`src/rtl/pbhs_pkg.sv`:
```
package pbhs_pkg;
  typedef enum logic [3:0] {
    OP_NOP      = 4'd0,
    OP_A_SET    = 4'd1,
    OP_A_CLR    = 4'd2,
    OP_A_WR     = 4'd3,
    OP_A_RD     = 4'd4,
    OP_B_SET    = 4'd5,
    OP_B_CLR    = 4'd6,
    OP_B_WR     = 4'd7,
    OP_B_RD     = 4'd8,
    OP_SKIP_OUT = 4'd9,
    OP_SKIP_IN  = 4'd10,
    OP_STAT_RD  = 4'd11
  } hs_op_e;

  // index inside the four-bit control vector
  localparam int CF_IEN = 0;
  localparam int CF_IRE = 1;
  localparam int CF_OEN = 2;
  localparam int CF_ORF = 3;
endpackage

```
`src/rtl/pbhs_sync_edge.sv`:
```
module pbhs_sync_edge #(
  parameter int STAGES = 2
) (
  input  logic clk,
  input  logic rst_n,
  input  logic raw,
  output logic level,
  output logic fell
);
  logic [STAGES-1:0] chain;
  logic              last;

  genvar g;
  generate
    for (g = 0; g < STAGES; g++) begin : g_stage
      always_ff @(posedge clk or negedge rst_n) begin
        if (!rst_n) chain[g] <= 1'b0;
        else if (g == 0) chain[g] <= raw;
        else chain[g] <= chain[(g == 0) ? 0 : g-1];
      end
    end
  endgenerate

  always_ff @(posedge clk or negedge rst_n) begin
    if (!rst_n) last <= 1'b0;
    else        last <= chain[STAGES-1];
  end

  assign level = chain[STAGES-1];
  assign fell  = last & ~level;
endmodule

```
`src/rtl/pbhs_flags.sv`:
```
module pbhs_flags
  import pbhs_pkg::*;
(
  input  logic       clk,
  input  logic       rst_n,
  input  logic       en,
  input  logic [3:0] op,
  input  logic [3:0] dfield,
  input  logic       cap_evt,
  input  logic       ors_fall,
  output logic [3:0] fl
);
  hs_op_e     op_e;
  logic [3:0] nxt;
  logic       a_mod, b_mod;

  assign op_e  = hs_op_e'(op);
  assign a_mod = (op_e == OP_A_SET) || (op_e == OP_A_CLR) || (op_e == OP_A_WR);
  assign b_mod = (op_e == OP_B_SET) || (op_e == OP_B_CLR) || (op_e == OP_B_WR);

  always_comb begin
    nxt = fl;
    if (en) begin
      if (cap_evt)  nxt[CF_IRE] = 1'b0;
      if (ors_fall) nxt[CF_ORF] = 1'b0;
      unique case (op_e)
        OP_B_RD:  if (!cap_evt) nxt[CF_IRE] = 1'b1;
        OP_B_SET,
        OP_B_CLR,
        OP_B_WR:  nxt[CF_ORF] = 1'b1;
        OP_A_SET: nxt = nxt | dfield;
        OP_A_CLR: nxt = nxt & ~dfield;
        OP_A_WR:  nxt = dfield;
        default:  ;
      endcase
    end
  end

  always_ff @(posedge clk or negedge rst_n) begin
    if (!rst_n) fl <= 4'b0010;   // IRE=1, rest 0
    else        fl <= nxt;
  end

  // capture empties the input register flag
  p_capture_clears_ire_r2: assert property (@(posedge clk) disable iff (!rst_n)
    (en && cap_evt && !a_mod) |=> !fl[CF_IRE]);
  // host read of port B refills the input flag
  p_read_refills_ire_r3: assert property (@(posedge clk) disable iff (!rst_n)
    (en && op_e == OP_B_RD && !cap_evt) |=> fl[CF_IRE]);
  // port B modification fills the output flag
  p_bwrite_fills_orf_r4: assert property (@(posedge clk) disable iff (!rst_n)
    (en && b_mod) |=> fl[CF_ORF]);
  // output strobe fall empties the output flag
  p_strobe_fall_empties_orf_r5: assert property (@(posedge clk) disable iff (!rst_n)
    (en && ors_fall && !b_mod && !a_mod) |=> !fl[CF_ORF]);
  // skips leave flags alone
  p_skip_keeps_flags_r10: assert property (@(posedge clk) disable iff (!rst_n)
    (en && (op_e == OP_SKIP_OUT || op_e == OP_SKIP_IN) && !cap_evt && !ors_fall)
    |=> $stable(fl));
  // nothing moves outside handshake mode
  p_idle_mode_holds_r11: assert property (@(posedge clk) disable iff (!rst_n)
    !en |=> $stable(fl));
endmodule

```
`src/rtl/pbhs_data.sv`:
```
module pbhs_data
  import pbhs_pkg::*;
#(
  parameter int W = 12
) (
  input  logic         clk,
  input  logic         rst_n,
  input  logic         en,
  input  logic [3:0]   op,
  input  logic [W-1:0] wdata,
  input  logic         cap_evt,
  input  logic [W-1:0] pins,
  output logic [W-1:0] out_q,
  output logic [W-1:0] in_q
);
  hs_op_e op_e;
  assign op_e = hs_op_e'(op);

  always_ff @(posedge clk or negedge rst_n) begin
    if (!rst_n) begin
      out_q <= '0;
      in_q  <= '0;
    end else if (en) begin
      if (cap_evt) in_q <= pins;
      unique case (op_e)
        OP_B_SET: out_q <= out_q | wdata;
        OP_B_CLR: out_q <= out_q & ~wdata;
        OP_B_WR:  out_q <= wdata;
        default:  ;
      endcase
    end
  end

  // data registers hold outside handshake mode
  p_data_hold_r11: assert property (@(posedge clk) disable iff (!rst_n)
    !en |=> ($stable(out_q) && $stable(in_q)));
endmodule

```
`src/rtl/pbhs_ctrl.sv`:
```
module pbhs_ctrl
  import pbhs_pkg::*;
#(
  parameter int W         = 12,
  parameter int SYNC_DEPTH = 2
) (
  input  logic         clk,
  input  logic         rst_n,
  input  logic         hs_mode,
  input  logic [3:0]   cmd_op,
  input  logic [W-1:0] cmd_wdata,
  output logic [W-1:0] rsp_rdata,
  output logic         rsp_skip,
  input  logic         irs_i,
  input  logic         ors_i,
  output logic         ire_o,
  output logic         orf_o,
  input  logic [W-1:0] pb_in,
  output logic [W-1:0] pb_out,
  output logic         pb_oe,
  output logic         irq_o
);
  localparam int FB = W - 4;   // first bit of the control field

  hs_op_e     op_e;
  logic       irs_lvl, irs_fell, ors_lvl, ors_fell;
  logic [3:0] fl;
  logic [W-1:0] in_word;
  logic       out_req, in_req;

  assign op_e = hs_op_e'(cmd_op);

  pbhs_sync_edge #(.STAGES(SYNC_DEPTH)) u_irs (
    .clk(clk), .rst_n(rst_n), .raw(irs_i), .level(irs_lvl), .fell(irs_fell));
  pbhs_sync_edge #(.STAGES(SYNC_DEPTH)) u_ors (
    .clk(clk), .rst_n(rst_n), .raw(ors_i), .level(ors_lvl), .fell(ors_fell));

  pbhs_flags u_flags (
    .clk(clk), .rst_n(rst_n), .en(hs_mode), .op(cmd_op),
    .dfield(cmd_wdata[W-1:FB]), .cap_evt(irs_fell), .ors_fall(ors_fell), .fl(fl));

  pbhs_data #(.W(W)) u_data (
    .clk(clk), .rst_n(rst_n), .en(hs_mode), .op(cmd_op), .wdata(cmd_wdata),
    .cap_evt(irs_fell), .pins(pb_in), .out_q(pb_out), .in_q(in_word));

  assign ire_o   = fl[CF_IRE];
  assign orf_o   = fl[CF_ORF];
  assign out_req = fl[CF_OEN] & ~fl[CF_ORF];
  assign in_req  = fl[CF_IEN] & ~fl[CF_IRE];
  assign irq_o   = hs_mode & (out_req | in_req);
  assign pb_oe   = hs_mode & ors_lvl;

  always_comb begin
    rsp_rdata = '0;
    rsp_skip  = 1'b0;
    if (hs_mode) begin
      unique case (op_e)
        OP_A_RD: begin
          rsp_rdata[FB]   = irs_lvl;
          rsp_rdata[FB+1] = fl[CF_IRE];
          rsp_rdata[FB+2] = ors_lvl;
          rsp_rdata[FB+3] = fl[CF_ORF];
        end
        OP_B_RD:     rsp_rdata = in_word;
        OP_STAT_RD: begin
          rsp_rdata[FB+2] = ~out_req;
          rsp_rdata[FB+3] = ~in_req;
        end
        OP_SKIP_OUT: rsp_skip = ~fl[CF_ORF];
        OP_SKIP_IN:  rsp_skip = ~fl[CF_IRE];
        default: ;
      endcase
    end
  end

  // an interrupt always has a low flag behind it
  p_irq_source_r8: assert property (@(posedge clk) disable iff (!rst_n)
    irq_o |-> (!ire_o || !orf_o));
  // drivers and interrupt stay off outside handshake mode
  p_quiet_outside_r11: assert property (@(posedge clk) disable iff (!rst_n)
    !hs_mode |-> (!pb_oe && !irq_o && !rsp_skip));
  // flag values right after reset release
  p_reset_state_r1: assert property (@(posedge clk) disable iff (!rst_n)
    $rose(rst_n) |-> (ire_o && !orf_o));
endmodule

```
`config.mk`:
```
export PLATFORM = sky130hd
export DESIGN_NAME = pbhs_ctrl
export DESIGN_NICKNAME = d
export VERILOG_FILES = /design/src/rtl/pbhs_pkg.sv /design/src/rtl/pbhs_sync_edge.sv /design/src/rtl/pbhs_flags.sv /design/src/rtl/pbhs_data.sv /design/src/rtl/pbhs_ctrl.sv
export SDC_FILE = /design/constraint.sdc
export NUM_CORES = 1
export LEC_CHECK = 0
export ABC_AREA = 1
export BUFFER_PORTS_ARGS = -buffer_cell sky130_fd_sc_hd__buf_4
export CAP_MARGIN = 10
export CORE_AREA = 5 5 66 68
export DETAILED_ROUTE_END_ITERATION = 8
export DIE_AREA = 0 0 71 73
export MAX_ROUTING_LAYER = met4
export PLACE_DENSITY = 0.86
export SLEW_MARGIN = 5
export SYNTH_ARGS = -nofsm -noshare
export SYNTH_HDL_FRONTEND = slang
export SYNTH_SLANG_ARGS = --single-unit
```
`constraint.sdc`:
```
create_clock -name clk -period 1.17 [get_ports clk]
set_input_delay 0.117 -clock clk [delete_from_list [all_inputs] [get_ports clk]]
set_output_delay 0.117 -clock clk [all_outputs]
set_load 0.01 [all_outputs]
```
==> flow_metrics.env <==
export IMPL_violations="negative setup slack"
export IMPL_worst_ep_arrival_time_ns=1.27
export IMPL_powerDensity_nw_per_um2=1280
export IMPL_viasPerCell=4.83
export IMPL_clock_latency_ns=0.29
export IMPL_buffer_ports_inserted=61
export IMPL_grt_max_degree=35
export IMPL_cp_required_ns=1.05
export IMPL_avgSynthCellArea_um2=7.59
export IMPL_nFillCells=315
export IMPL_clock_sinks=34
export IMPL_cts_tree="built"
export IMPL_gp_congestion=0.857
export IMPL_antenna_found_initial=0
export IMPL_ys_seq_area_share_pct=48.6
export IMPL_final_util_pct=66.4
export IMPL_synth_top_family_by_area="simple AND/OR/NAND/NOR gates"
export IMPL_regToRegEndpoint="u_data.in_q[3]"
export IMPL_cts_inserted_buffers=5
export IMPL_drc=0
export IMPL_slew_headroom_pct=71.6
export IMPL_min_period_ns=1.39
export IMPL_ys_ff_latch=34
export IMPL_die_x_um=71
export IMPL_yosysWarnings=0
export IMPL_drtPass1Iterations=4
export IMPL_min_path_type="in -> reg"
export IMPL_syn_inst=231
export IMPL_synth_compound_area_share_pct=11.0
export IMPL_nets=342
export IMPL_fin_crit_sh_pct=119
export IMPL_area_growth_pct=43.9
export IMPL_skew_ns=0.00551
export IMPL_num_antenna_cells=0
export IMPL_cp_max_fo=3
export IMPL_groute_usage_overall_pct=19.1
export IMPL_clockBufferDepth=2
export IMPL_synth_cell_types=21
export IMPL_hold_end="u_data.out_q[0]"
export IMPL_p_leak_nw=1.35
export IMPL_synthMuxAreaShare_pct=0
export IMPL_cap_violations=0
export IMPL_tns_ns=-1.05
export IMPL_hold_depth=3
export IMPL_status="complete, but fails checks"
export IMPL_ff2ff_setup_slack_ns=0.11
export IMPL_netlist_area_um2=1750
export IMPL_drv_slew=0
export IMPL_synthSimpleGateAreaFrac_pct=31.3
export IMPL_grt_overflow_total=0
export IMPL_start_kind="flop"
export IMPL_rows=23
export IMPL_final_antenna_net_count=0
export IMPL_mostFrequentLayoutCell="nand2_1"
export IMPL_synthAdderAreaFrac_pct=0
export IMPL_final_cell_mix="nand2_1 (73), buf_4 (67), dfrtp_1 (33)"
export IMPL_path_class="reg -> out"
export IMPL_holdWs_ns=0.0284
export IMPL_worstRegToRegCells=5
export IMPL_num_io_pins=62
export IMPL_initial_utilization_pct=46.1
export IMPL_totalWireLength_um=4760
export IMPL_synth_xor_area_share_pct=0
export IMPL_drive_gt1_share_pct=36.1
export IMPL_grt_pass1_wl_um=7500
export IMPL_multi_input_area_um2=772
export IMPL_dieArea_um2=5180
export IMPL_rsz0062_at_grt="yes"
export IMPL_core_area_um2=3800
export IMPL_num_vias=1738
export IMPL_ir_drop_mv=0.809
export IMPL_cts_reportedPaths_clkPinSlew_ns=0.07
export IMPL_drt_iter0_markers=166
export IMPL_finalSetupViolations=6
export IMPL_min_delay_start="cmd_wdata[0]"
export IMPL_max_freq_mhz=720
export IMPL_cts_root_buf="clkbuf_8"
export IMPL_hold_viol=0
export IMPL_grt_pass1_vias=1619
export IMPL_rr_startpoint="u_irs.level"
export IMPL_die_y_um=73
export IMPL_dp_hpwl_um=3360
export IMPL_cts_max_level=2
export IMPL_ff_latch_area_um2=852
export IMPL_setup_ws_ns=-0.219
export IMPL_post_drt_wl_per_cell_um=13.2
export IMPL_cp_end_kind="output pin"
export IMPL_syn_nets=264
export IMPL_max_slew_worst_pin_slew_ns=0.426
## where the power goes
group | switching (mW) | leakage, nW | internal (mW)
logic | 0.408 | 0.890 | 0.414
clock network | 0.452 | 0.0472 | 0.473
registers | 0.120 | 0.413 | 1.36
total | 0.980 | 1.35 | 2.25
## metrics by stage
stage               setup slack (ns)  area, um^2  cells  total power, mW
floorplan                      0.126        1750    231             1.83
global placement              0.0838        2290    342             2.20
detailed placement            0.0629        2290    342             2.23
CTS                           -0.202        2470    357             3.21
global route                  -0.273        2520    360             3.40
finish                        -0.219        2520    360             3.23
## cell usage after synthesis
cell type / n / area share, %
o21ai_1: 2 / 0.57
o22ai_1: 2 / 0.71
dfstp_2: 1 / 1.5
nor2_1: 29 / 6.2
nand3_2: 1 / 0.57
buf_6: 1 / 0.64
a21oi_1: 4 / 1.1
o21bai_1: 1 / 0.43
nand4_1: 2 / 0.71
o21ai_0: 11 / 3.1
dfrtp_1: 33 / 47
o21ai_2: 10 / 5.0
buf_4: 3 / 1.3
nand2_1: 76 / 16
inv_2: 2 / 0.43
buf_2: 2 / 0.57
nand2_2: 2 / 0.71
nand3_1: 17 / 4.9
nor2_4: 3 / 1.9
inv_1: 27 / 5.8
clkbuf_1: 2 / 0.43
## logic make-up after synthesis
family / count (synthesis)
AO/OA/AOI/OAI: 30
flip-flops: 34
AND/OR/NAND/NOR: 130
buffers and inverters: 37
## worst max path at each step
stage | startpoint | endpoint | slack (ns) | cells after the start
floorplan | cmd_op[0] | rsp_rdata[8] | 0.13 | 5
global placement | cmd_op[1] | rsp_rdata[7] | 0.08 | 6
detailed placement | cmd_op[1] | rsp_rdata[2] | 0.06 | 6
CTS | u_flags.fl[1] | rsp_rdata[11] | -0.20 | 7
global route | u_flags.fl[1] | rsp_rdata[11] | -0.27 | 7
finish | u_flags.fl[1] | rsp_skip | -0.22 | 5
## layer usage
metal	track usage, %	vias up	wire (um)
met2	31.7	47	2410
met4	5.64	0	75
met5	-	-	0
li1	-	873	-
met1	23.6	807	2030
met3	4.13	11	243
## what timing repair did
action                     in CTS  in global routing
gates cloned                    0                  1
setup endpoints to repair       5                 13
hold endpoints to repair       35                  0
gates resized for setup         8                  8
hold buffers                    3                  0
pin swaps                       2                  4
buffers inserted                4                  2
## critical path, stage by stage, from the launching register on
cell and delay, ns:
dfstp_2 0.55, inv_2 0.04, buf_4 0.12, nand3_2 0.06, a21oi_2 0.05, buf_4 0.14
## layout make-up
cell class                 instances  share of cell area [%]
clock buffer                       6                    3.27
clock inverter                     2                   0.496
inverter                          29                    4.32
multi-input combinational        161                    30.6
sequential                        34                    33.8
tap                               50                    2.48
timing repair buffer              78                    25.0
## flip-flops by register name (all words and copies together) (netlist names)
name          flops
u_ors.chain       1
u_ors.last        1
u_flags.fl        4
u_irs.chain       1
u_irs.level       1
u_irs.last        1
u_data.out_q     12
u_ors.level       1
u_data.in_q      12
No activity file was read; power rests on OpenSTA's default activity.
